## src/rtl/mbx_seq_pkg.sv

```systemverilog
package mbx_seq_pkg;
  localparam int MBX_WORDS = 4;
  localparam int MBX_DW    = 64;

  typedef enum logic [2:0] {
    ST_IDLE, ST_WRITE, ST_RING, ST_POLL, ST_READ, ST_CLEAR, ST_DONE
  } seq_state_e;

  localparam logic [7:0] OFS_REQ  = 8'h50;
  localparam logic [7:0] OFS_RSP  = 8'h54;
  localparam logic [7:0] OFS_RING = 8'h62;
  localparam logic [7:0] OFS_POLL = 8'h63;
  localparam logic [7:0] OFS_CLR  = 8'h64;

  localparam logic [MBX_DW-1:0] RING_VALUE = 64'h8000_0000_0000_0000;
  localparam logic [MBX_DW-1:0] CLR_VALUE  = 64'h7FFF_FFFF_FFFF_FFFF;
endpackage

```

## src/rtl/mbx_word_pick.sv

```systemverilog
module mbx_word_pick #(
  parameter int N  = 4,
  parameter int IW = $clog2(N)
) (
  input  logic [N-1:0]  mask,
  output logic [IW-1:0] idx,
  output logic [N-1:0]  onehot
);
  always_comb begin
    idx    = '0;
    onehot = '0;
    for (int i = N - 1; i >= 0; i--) begin
      if (mask[i]) begin
        idx    = IW'(i);
        onehot = N'(1) << i;
      end
    end
  end
endmodule

```

## src/rtl/mbx_poll_timer.sv

```systemverilog
module mbx_poll_timer #(
  parameter int CW = 8
) (
  input  logic          clk,
  input  logic          rst_n,
  input  logic          clr,
  input  logic          inc,
  input  logic [CW-1:0] limit_m1,
  output logic          expire
);
  logic [CW-1:0] cnt_q, cnt_d;
  logic          cnt_en;

  always_comb begin
    cnt_en = clr | inc;
    cnt_d  = clr ? '0 : cnt_q + CW'(1);
  end

  always_ff @(posedge clk or negedge rst_n) begin
    if (!rst_n)      cnt_q <= '0;
    else if (cnt_en) cnt_q <= cnt_d;
  end

  assign expire = (cnt_q == limit_m1);

  AST_POLL_COUNT_BOUND: assert property (@(posedge clk) disable iff (!rst_n)
    (inc && !clr) |-> (cnt_q < limit_m1));
endmodule

```

## src/rtl/mbx_rsp_store.sv

```systemverilog
module mbx_rsp_store #(
  parameter int N  = 4,
  parameter int DW = 64,
  parameter int IW = $clog2(N)
) (
  input  logic          clk,
  input  logic          rst_n,
  input  logic          preset,
  input  logic          we,
  input  logic [IW-1:0] idx,
  input  logic [DW-1:0] wdata,
  output logic [N*DW-1:0] words
);
  for (genvar g = 0; g < N; g++) begin : g_word
    logic [DW-1:0] word_q;
    logic          word_en;

    assign word_en = preset | (we && (idx == IW'(g)));

    always_ff @(posedge clk or negedge rst_n) begin
      if (!rst_n)       word_q <= '1;
      else if (word_en) word_q <= preset ? '1 : wdata;
    end

    assign words[g*DW +: DW] = word_q;
  end

  AST_PRESET_ALL_ONES: assert property (@(posedge clk) disable iff (!rst_n)
    preset |=> (&words));
endmodule

```

## src/rtl/mbx_cmd_sequencer.sv

```systemverilog
module mbx_cmd_sequencer
  import mbx_seq_pkg::*;
#(
  parameter int                ADDR_W       = 32,
  parameter logic [ADDR_W-1:0] BASE_ADDR    = 32'h000D_0000,
  parameter logic [63:0]       SHORT_CYCLES = 64'd10_000_000,
  parameter logic [63:0]       LONG_CYCLES  = 64'd3_000_000_000
) (
  input  logic                      clk,
  input  logic                      rst_n,
  input  logic                      start_i,
  input  logic                      long_to_i,
  input  logic [MBX_WORDS-1:0]      req_mask_i,
  input  logic [MBX_WORDS-1:0]      rsp_mask_i,
  input  logic [MBX_WORDS*MBX_DW-1:0] cmd_i,
  output logic                      busy_o,
  output logic                      done_o,
  output logic                      err_timeout_o,
  output logic                      err_seq_o,
  output logic                      err_fail_o,
  output logic [MBX_WORDS*MBX_DW-1:0] rsp_o,
  output logic                      bus_req_o,
  output logic                      bus_we_o,
  output logic [ADDR_W-1:0]         bus_addr_o,
  output logic [MBX_DW-1:0]         bus_wdata_o,
  input  logic [MBX_DW-1:0]         bus_rdata_i
);
  localparam int IW = $clog2(MBX_WORDS);
  localparam int CW = $clog2(LONG_CYCLES + 64'd1);
  localparam logic [CW-1:0] SHORT_M1 = CW'(SHORT_CYCLES - 64'd1);
  localparam logic [CW-1:0] LONG_M1  = CW'(LONG_CYCLES - 64'd1);

  // reset: asynchronous assertion, synchronous release
  logic rst_s1_q, rst_nq;
  always_ff @(posedge clk or negedge rst_n) begin
    if (!rst_n) begin
      rst_s1_q <= 1'b0;
      rst_nq   <= 1'b0;
    end else begin
      rst_s1_q <= 1'b1;
      rst_nq   <= rst_s1_q;
    end
  end

  seq_state_e                   state_q, state_d;
  logic [MBX_WORDS-1:0]         pend_q, pend_d;
  logic [MBX_WORDS-1:0]         rspm_q;
  logic [MBX_WORDS*MBX_DW-1:0]  cmd_q;
  logic [CW-1:0]                lim_q;
  logic                         err_to_q, err_seq_q, err_fail_q;

  logic                         load, set_to, eval;
  logic                         tmr_clr, tmr_inc, tmr_expire;
  logic                         cap_we;
  logic [IW-1:0]                pick_idx;
  logic [MBX_WORDS-1:0]         pick_oh;
  logic                         flag_seen;

  mbx_word_pick #(.N(MBX_WORDS), .IW(IW)) u_pick (
    .mask   (pend_q),
    .idx    (pick_idx),
    .onehot (pick_oh)
  );

  mbx_poll_timer #(.CW(CW)) u_timer (
    .clk      (clk),
    .rst_n    (rst_nq),
    .clr      (tmr_clr),
    .inc      (tmr_inc),
    .limit_m1 (lim_q),
    .expire   (tmr_expire)
  );

  mbx_rsp_store #(.N(MBX_WORDS), .DW(MBX_DW), .IW(IW)) u_store (
    .clk    (clk),
    .rst_n  (rst_nq),
    .preset (load),
    .we     (cap_we),
    .idx    (pick_idx),
    .wdata  (bus_rdata_i),
    .words  (rsp_o)
  );

  assign flag_seen = bus_rdata_i[MBX_DW-1];

  // next state and bus drive
  always_comb begin
    state_d     = state_q;
    pend_d      = pend_q;
    load        = 1'b0;
    set_to      = 1'b0;
    eval        = 1'b0;
    tmr_clr     = 1'b0;
    tmr_inc     = 1'b0;
    cap_we      = 1'b0;
    bus_req_o   = 1'b0;
    bus_we_o    = 1'b0;
    bus_addr_o  = BASE_ADDR;
    bus_wdata_o = '0;
    unique case (state_q)
      ST_IDLE: begin
        if (start_i) begin
          load    = 1'b1;
          pend_d  = req_mask_i;
          state_d = (|req_mask_i) ? ST_WRITE : ST_RING;
        end
      end
      ST_WRITE: begin
        bus_req_o   = 1'b1;
        bus_we_o    = 1'b1;
        bus_addr_o  = BASE_ADDR + ADDR_W'(OFS_REQ) + ADDR_W'(pick_idx);
        bus_wdata_o = cmd_q[pick_idx*MBX_DW +: MBX_DW];
        pend_d      = pend_q & ~pick_oh;
        if (!(|pend_d)) state_d = ST_RING;
      end
      ST_RING: begin
        bus_req_o   = 1'b1;
        bus_we_o    = 1'b1;
        bus_addr_o  = BASE_ADDR + ADDR_W'(OFS_RING);
        bus_wdata_o = RING_VALUE;
        tmr_clr     = 1'b1;
        state_d     = ST_POLL;
      end
      ST_POLL: begin
        bus_req_o  = 1'b1;
        bus_addr_o = BASE_ADDR + ADDR_W'(OFS_POLL);
        if (flag_seen) begin
          pend_d  = rspm_q;
          state_d = (|rspm_q) ? ST_READ : ST_CLEAR;
        end else if (tmr_expire) begin
          set_to  = 1'b1;
          state_d = ST_DONE;
        end else begin
          tmr_inc = 1'b1;
        end
      end
      ST_READ: begin
        bus_req_o  = 1'b1;
        bus_addr_o = BASE_ADDR + ADDR_W'(OFS_RSP) + ADDR_W'(pick_idx);
        cap_we     = 1'b1;
        pend_d     = pend_q & ~pick_oh;
        if (!(|pend_d)) state_d = ST_CLEAR;
      end
      ST_CLEAR: begin
        bus_req_o   = 1'b1;
        bus_we_o    = 1'b1;
        bus_addr_o  = BASE_ADDR + ADDR_W'(OFS_CLR);
        bus_wdata_o = CLR_VALUE;
        eval        = 1'b1;
        state_d     = ST_DONE;
      end
      ST_DONE: state_d = ST_IDLE;
      default: state_d = ST_IDLE;
    endcase
  end

  // registers
  always_ff @(posedge clk or negedge rst_nq) begin
    if (!rst_nq) begin
      state_q <= ST_IDLE;
      pend_q  <= '0;
    end else begin
      state_q <= state_d;
      pend_q  <= pend_d;
    end
  end

  always_ff @(posedge clk or negedge rst_nq) begin
    if (!rst_nq) begin
      cmd_q  <= '0;
      rspm_q <= '0;
      lim_q  <= '0;
    end else if (load) begin
      cmd_q  <= cmd_i;
      rspm_q <= rsp_mask_i;
      lim_q  <= long_to_i ? LONG_M1 : SHORT_M1;
    end
  end

  always_ff @(posedge clk or negedge rst_nq) begin
    if (!rst_nq) begin
      err_to_q   <= 1'b0;
      err_seq_q  <= 1'b0;
      err_fail_q <= 1'b0;
    end else if (load) begin
      err_to_q   <= 1'b0;
      err_seq_q  <= 1'b0;
      err_fail_q <= 1'b0;
    end else if (set_to) begin
      err_to_q   <= 1'b1;
    end else if (eval) begin
      err_seq_q  <= (rsp_o[31:16] != cmd_q[31:16]);
      err_fail_q <= (rsp_o[63:48] != 16'h0000);
    end
  end

  assign busy_o        = (state_q != ST_IDLE);
  assign done_o        = (state_q == ST_DONE);
  assign err_timeout_o = err_to_q;
  assign err_seq_o     = err_seq_q;
  assign err_fail_o    = err_fail_q;

  AST_DONE_ONE_CYCLE: assert property (@(posedge clk) disable iff (!rst_nq)
    done_o |=> !done_o);
  AST_BUSY_KEEPS_CMD: assert property (@(posedge clk) disable iff (!rst_nq)
    busy_o |=> $stable(cmd_q));
  AST_NO_READ_AFTER_TIMEOUT: assert property (@(posedge clk) disable iff (!rst_nq)
    (state_q == ST_READ || state_q == ST_CLEAR) |-> !err_to_q);
  AST_WRITE_HAS_WORD: assert property (@(posedge clk) disable iff (!rst_nq)
    (state_q == ST_WRITE) |-> (|pend_q));
  AST_READ_HAS_WORD: assert property (@(posedge clk) disable iff (!rst_nq)
    (state_q == ST_READ) |-> (|pend_q));
endmodule

```

## config.mk

```make
export PLATFORM = sky130hd
export DESIGN_NAME = mbx_cmd_sequencer
export DESIGN_NICKNAME = d
export VERILOG_FILES = /design/src/rtl/mbx_seq_pkg.sv /design/src/rtl/mbx_word_pick.sv /design/src/rtl/mbx_poll_timer.sv /design/src/rtl/mbx_rsp_store.sv /design/src/rtl/mbx_cmd_sequencer.sv
export SDC_FILE = /design/constraint.sdc
export NUM_CORES = 1
export LEC_CHECK = 0
export BUFFER_PORTS_ARGS = -buffer_cell sky130_fd_sc_hd__buf_2
export CORE_ASPECT_RATIO = 1.4
export CORE_MARGIN = 2
export CORE_UTILIZATION = 30
export DETAILED_ROUTE_END_ITERATION = 8
export RECOVER_POWER = 100
export SYNTH_ARGS = -nofsm -noshare
export SYNTH_HDL_FRONTEND = slang
export SYNTH_HIERARCHICAL = 1
export SYNTH_SLANG_ARGS = --single-unit
```

## constraint.sdc

```tcl
create_clock -name clk -period 31.4 [get_ports clk]
set_input_delay 4.71 -clock clk [delete_from_list [all_inputs] [get_ports clk]]
set_output_delay 4.71 -clock clk [all_outputs]
set_load 0.005 [all_outputs]
```

==> results of run 1 <==
==> worst paths after layout <==
kind,startpoint,to,slack (ps),cells after the start
worst max-delay path,start_i,cmd_q[213]$_DFFE_PN0P_,15970,7
worst min-delay path,rst_s1_q$_DFF_PN0_,rst_nq$_DFF_PN0_,350,0
worst max register to register,state_q[2]$_DFFE_PN0P_,u_store/g_word[2].word_q[22]$_DFFE_PN1P_,16750,7
worst min register to register,rst_s1_q$_DFF_PN0_,rst_nq$_DFF_PN0_,350,0
max in group asynchronous,rst_nq$_DFF_PN0_,err_timeout_o$_DFFE_PN0P_,17830,4
min in group asynchronous,rst_nq$_DFF_PN0_,cmd_q[34]$_DFFE_PN0P_,1180,0
==> state kept, by name, indices dropped and copies added (netlist names) <==
register               count
lim_q                      3
err_timeout_o              1
u_timer/cnt_q             32
err_fail_o                 1
cmd_q                    256
rspm_q                     4
state_q                    3
rst_s1_q                   1
pend_q                     4
rst_nq                     1
err_seq_o                  1
u_store/g_word.word_q    256
==> critical path, stage by stage <==
cell	delay (ps)
clkbuf_1	160
nand2_1	1430
clkinvlp_2	3790
clkbuf_1	2450
clkbuf_1	2840
nand2_1	210
nand2_1	180
==> synth_stat cells, types with 2 or more instances <==
library cell	number
nand2_1	809
dfrtp_1	307
a221o_1	256
dfstp_2	256
nor2_1	161
clkbuf_1	89
buf_2	76
nor2b_1	74
and2_1	65
mux4_2	64
buf_4	37
xor2_1	37
a21oi_1	30
o21ai_0	23
xnor2_1	21
nor4_1	18
buf_1	16
inv_1	14
or4_1	14
nand3_1	12
nand4_1	11
o31ai_1	11
or3_1	7
buf_6	6
buf_8	6
nor3_1	6
a22o_1	4
and4_1	4
nand2b_1	4
mux2_2	3
and3_1	2
conb_1	2
nand3b_1	2
==> metal layers <==
| layer | GRT usage | up-vias | routed length (um) |
|---|---|---|---|
| met4 | 0.08477 | 18 | 3884 |
| met5 | 0 | - | 128 |
| met3 | 0.05039 | 178 | 7302 |
| li1 | - | 9599 | - |
| met2 | 0.3244 | 910 | 42880 |
| met1 | 0.2476 | 10550 | 36470 |
==> kinds of logic after synthesis <==
family / Yosys count
AO/OA/AOI/OAI: 333
XOR/XNOR: 58
adder cells (fa/ha/maj): 1
buffers and inverters: 246
flip-flops: 563
multiplexers: 68
other: 2
AND/OR/NAND/NOR: 1199
==> power groups by stage <==
stage	Sequential [mW]	Combinational (mW)	Clock, mW
after floorplan	1.28	0.826	0
after global placement	1.33	1.27	0
after detailed placement	1.33	1.29	0
after CTS	1.32	1.29	0.800
after global routing	1.34	1.42	0.827
final	1.30	1.28	0.778
==> per-stage QoR <==
step	utilization	setup slack [ps]	power [mW]	cells	instance area, um^2
after floorplan	-	14990	2.102	2504	25970
final	0.3701	15970	3.367	4187	31640
after detailed placement	0.3482	23260	2.618	4064	29770
after global routing	0.3701	15050	3.588	4186	31640
after global placement	0.3482	23300	2.600	4064	29770
after CTS	0.3735	22740	3.416	4178	31930
==> layout make-up <==
| class | instances | area [um^2] | area share |
|---|---|---|---|
| multi-input combinational | 1695 | 10320 | 0.3263 |
| clock inverter | 25 | 405.4 | 0.01281 |
| clock buffer | 89 | 1763 | 0.05572 |
| tap | 1096 | 1371 | 0.04334 |
| timing repair buffer | 695 | 3289 | 0.1040 |
| antenna | 9 | 22.52 | 0.0007118 |
| inverter | 15 | 57.56 | 0.001819 |
| sequential | 563 | 14410 | 0.4554 |
==> flow_summary.json, run 1 <==
{
  "avgSynthCellArea_um2": 10.46,
  "antenna_found_initial": 17,
  "timing.hold.ws_ps": 353.6,
  "cp-start-kind": "input pin",
  "clkPwrFrac": 0.231,
  "die_area_mm2": 0.08856,
  "seqPwrFrac": 0.387,
  "clock-sinks": 563,
  "cts_root_buf": "clkbuf_16",
  "finalHoldViolCount": 0,
  "power.leakage_nw": 14.25,
  "async_flop_share": 1.000,
  "crit_fanout": 128,
  "cts_made_buffers": 60,
  "power_frac_comb": 0.382,
  "setup_viol": 0,
  "wl_per_cell_um": 21.65,
  "synth_xor_area_frac": 0.01965,
  "netlist_top_cells_area": "dfrtp_1 30%, dfstp_2 26%, nand2_1 12%",
  "power_density_mw_per_mm2": 106.4,
  "synth_ff_type": "dfrtp_1",
  "synthMuxAreaShare": 0.05746,
  "period_minus_slack_ps": 15430,
  "initial_core_util": 0.3023,
  "vdd_ir_drop_max_mv": 0.05491,
  "portBuffers": 664,
  "synth_top_family_by_area": "simple AND/OR/NAND/NOR gates",
  "synth_fa_ha_area_frac": 0.0004841,
  "detail_route.iter0.violations": 1600,
  "yosysWarningCount": 6,
  "dpl.hpwl_um": 62430,
  "tightest_slew_ps": 8890,
  "vias": 21260,
  "grt_max_degree": 198,
  "slew_viol_final": 1399,
  "globalplace.congestion": 0.8282,
  "io_pins": 691,
  "post_drt_via_cell_ratio": 5.077,
  "netlist_instances": 2470,
  "cts_resized": 0,
  "synth_top_area_frac": 0.2972,
  "fmax_mhz": 64.82,
  "hold_path_class": "reg2reg",
  "drc": 0,
  "layout_common_cells": "808 x nand2_1, 487 x buf_2, 307 x dfrtp_1",
  "crit_path_end_kind": "flip-flop",
  "cts_max_path_buffers": 3,
  "clk_pin_slew_worst_paths_ps": 60,
  "fin_nets": 3363,
  "drive_gt1_frac": 0.2677,
  "grt.total_usage": 0.1980,
  "core_mm2": 0.08549,
  "postRouteAntennaNets": 0,
  "clk_latency_ps": 640,
  "die_w_um": 252.1,
  "skew_ps": 21.07,
  "grt_pass1_vias": 21200,
  "grt_pass1_wl_um": 135400,
  "drv_cap": 19,
  "syn_area_mm2": 0.02585,
  "dr.pass1.iters": 6,
  "cts_tree": "done",
  "rows": 127,
  "fin_crit_sh": 0.4913,
  "p_sw_frac": 0.3675,
  "grt_remaining_overflow": 0,
  "cp_data_arrival_time_ps": 15970,
  "p_int_mw": 2.130,
  "p_switching_mw": 1.237,
  "status": "finished, violations left",
  "synth_compound_area_frac": 0.1169,
  "cts_setup_buffers": 0,
  "synth_edf_count": 0,
  "ys_ff_latch": 563,
  "tns_ps": 0,
  "ys_seq_area_frac": 0.5575,
  "violations": "capacitance limit, slew limit",
  "yosys.area_share.simple": 0.1986,
  "final_common_cell": "nand2_1",
  "hold_buffers": 0,
  "rsz0062_at_grt": "false",
  "synth_cell_types": 56,
  "area_growth_pct": 22.42,
  "required_ps": 31940,
  "worstSetupPathType": "in2reg",
  "drt-total-wl_um": 90670,
  "synth_top_area_cell": "dfrtp_1",
  "htreeDepth": 2,
  "relSlewSlack": -4.927,
  "fillers": 8711,
  "dieHeight_um": 351.3
}
Power figures use the tool's default switching activity.
==> run 2: changes to the inputs <==
Settings changed: ABC_AREA from default to 1.
Clock period 31.4 ns to 12.87 ns, I/O delays scaled along.
==> flow_summary.json, run 2 <==
{
  "status": "finished, violations left",
  "violations": "capacitance limit, slew limit",
  "synth_top_area_cell": "dfrtp_1",
  "io_pins": 691,
  "synth_edf_count": 0,
  "period_minus_slack_ps": 8580,
  "clock-sinks": 563,
  "seqCellArea_mm2": 0.01441,
  "wl_per_cell_um": 19.76,
  "tightest_slew_ps": 4441,
  "fmax_mhz": 116.5,
  "drt-total-wl_um": 99810,
  "portBuffers": 664,
  "dieHeight_um": 357.5,
  "netlist_top_cells_area": "dfrtp_1 29%, dfstp_2 25%, nand2_1 17%",
  "grt_pass1_wl_um": 150200,
  "fillers": 9409,
  "async_flop_share": 1.000,
  "power_density_mw_per_mm2": 275.0,
  "cp-start-kind": "input pin",
  "required_ps": 13420,
  "synth_top_area_frac": 0.2869,
  "finalHoldViolCount": 0,
  "detail_route.iter0.violations": 1930,
  "power_frac_comb": 0.415,
  "avgSynthCellArea_um2": 8.210,
  "grt.total_usage": 0.2119,
  "antenna_found_initial": 30,
  "grt_max_degree": 225,
  "htreeDepth": 2,
  "drv_cap": 12,
  "crit_fanout": 137,
  "skew_ps": 29.53,
  "synth_ff_type": "dfrtp_1",
  "yosysWarningCount": 6,
  "setup_viol": 0,
  "dpl.hpwl_um": 68990,
  "post_drt_via_cell_ratio": 4.784,
  "ys_seq_area_frac": 0.5382,
  "globalplace.congestion": 0.9352,
  "vias": 24160,
  "cts_tree": "done",
  "drc": 0,
  "die_w_um": 256.5,
  "dr.pass1.iters": 5,
  "cts_made_buffers": 59,
  "grt_remaining_overflow": 0,
  "synth_cell_types": 41,
  "cts_root_buf": "clkbuf_16",
  "rsz0062_at_grt": "false",
  "grt_pass1_vias": 23720,
  "power.leakage_nw": 15.99,
  "netlist_instances": 3261,
  "area_growth_pct": 21.24,
  "tns_ps": 0,
  "synthTopCellsByCount": "1186 x nand2_1, 307 x dfrtp_1, 291 x nand3_1, 291 x o21ai_0, 256 x dfstp_2",
  "vdd_ir_drop_max_mv": 0.1459,
  "p_switching_mw": 3.704,
  "die_area_mm2": 0.09168,
  "drive_gt1_frac": 0.2165,
  "fin_nets": 4146,
  "timing.hold.ws_ps": 363.3,
  "synth.most_common_cell": "nand2_1",
  "seqPwrFrac": 0.371,
  "syn_area_mm2": 0.02677,
  "fin_crit_sh": 0.6667,
  "postRouteAntennaNets": 0,
  "cp_data_arrival_time_ps": 9130,
  "largestRegisters": "cmd_q: 256 flops, u_store/g_word.word_q: 256 flops, u_timer/cnt_q: 32 flops",
  "rows": 129,
  "clkPwrFrac": 0.214,
  "core_mm2": 0.08845,
  "p_int_mw": 5.223,
  "clk_pin_slew_worst_paths_ps": 70,
  "multi_input_area_mm2": 0.01026,
  "p_sw_frac": 0.4149,
  "crit_path_end_kind": "flip-flop",
  "layout_common_cells": "1191 x nand2_1, 488 x buf_2, 307 x dfrtp_1",
  "hold_path_class": "reg2reg",
  "cts_resized": 0,
  "clk_latency_ps": 640,
  "cts_setup_buffers": 0,
  "cts_max_path_buffers": 3,
  "relSlewSlack": -1.961,
  "initial_core_util": 0.3027,
  "hold_buffers": 0,
  "ys_ff_latch": 563,
  "final_common_cell": "nand2_1",
  "worstSetupPathType": "in2reg",
  "slew_viol_final": 932
}
-- run 2: cell types whose count changed after synthesis, sizes merged, moves of 64 or more --
cell,previous run,this run
and2,65,0
or2,1,65
o21ai,24,292
nand2,809,1200
mux4,64,0
inv,15,228
a221o,256,0
nor2b,74,0
a21oi,30,151
nand3,13,293
-- run 2: layout make-up --
type | instances | share of cell area
Antenna cell | 9 | 0.0006938
Clock buffer | 75 | 0.05042
Clock inverter | 35 | 0.01588
Inverter | 228 | 0.02687
Multi-Input combinational cell | 2274 | 0.3160
Sequential cell | 563 | 0.4439
Tap cell | 1179 | 0.04545
Timing Repair Buffer | 687 | 0.1008
-- run 2: routing by layer --
metal / global-route usage / vias up / wire length, um
met5: 0 / - / 219
met4: 0.07709 / 36 / 3653
met3: 0.06427 / 189 / 8829
met2: 0.3469 / 967 / 46340
met1: 0.2643 / 11540 / 40760
li1: - / 11430 / -
-- run 2: final timing paths --
path | to | depth (start not counted) | start | slack (ps)
worst max-delay path | u_store/g_word[3].word_q[37]$_DFFE_PN1P_ | 9 | start_i | 4290
worst min-delay path | rst_nq$_DFF_PN0_ | 0 | rst_s1_q$_DFF_PN0_ | 360
worst max register to register | u_store/g_word[3].word_q[37]$_DFFE_PN1P_ | 11 | state_q[1]$_DFFE_PN0P_ | 4850
worst min register to register | rst_nq$_DFF_PN0_ | 0 | rst_s1_q$_DFF_PN0_ | 360
max in group asynchronous | cmd_q[21]$_DFFE_PN0P_ | 2 | rst_nq$_DFF_PN0_ | 5410
min in group asynchronous | rst_s1_q$_DFF_PN0_ | 1 | rst_n | 1060
-- run 2: logic make-up (layout without fill, tap and decap cells) --
group                      Yosys count  after routing  share of synthesized area
and+or+nand+nor                   1694           1694                     0.2694
other                                2             45                  0.0002805
buffers and inverters              458           1025                    0.08225
AOI/OAI and AO/OA                  512            512                    0.09931
adders and majority gates            1              1                  0.0004673
DFF                                563            563                     0.5382
xor gates and xnor gates            31             31                    0.01014
-- run 2: power by group through the flow --
stage / clock, mW / combinational, mW / sequential (mW)
after global placement: 0 / 3.71 / 3.37
final: 1.91 / 3.70 / 3.32
after detailed placement: 0 / 3.77 / 3.37
after floorplan: 0 / 2.26 / 3.33
after global routing: 2.02 / 4.17 / 3.41
after CTS: 1.97 / 3.78 / 3.37
-- run 2: critical path: stages --
cell and delay (ps):
buf_2 100, nand2_1 1300, inv_8 690, inv_8 830, clkbuf_1 2170, nand2_1 980
buf_4 610, nand2_1 160, nand2_1 60
-- run 2: per-stage QoR --
| step | total power, mW | area (um^2) | setup slack [ps] | utilization | cells |
|---|---|---|---|---|---|
| finish | 8.927 | 32460 | 4290 | 0.3670 | 5050 |
| global route | 9.603 | 32450 | 3739 | 0.3669 | 5048 |
| floorplan | 5.586 | 26900 | 3951 | - | 3295 |
| detailed placement | 7.145 | 30650 | 7212 | 0.3465 | 4931 |
| global placement | 7.077 | 30650 | 7229 | 0.3465 | 4931 |
| CTS | 9.116 | 32800 | 7027 | 0.3708 | 5041 |
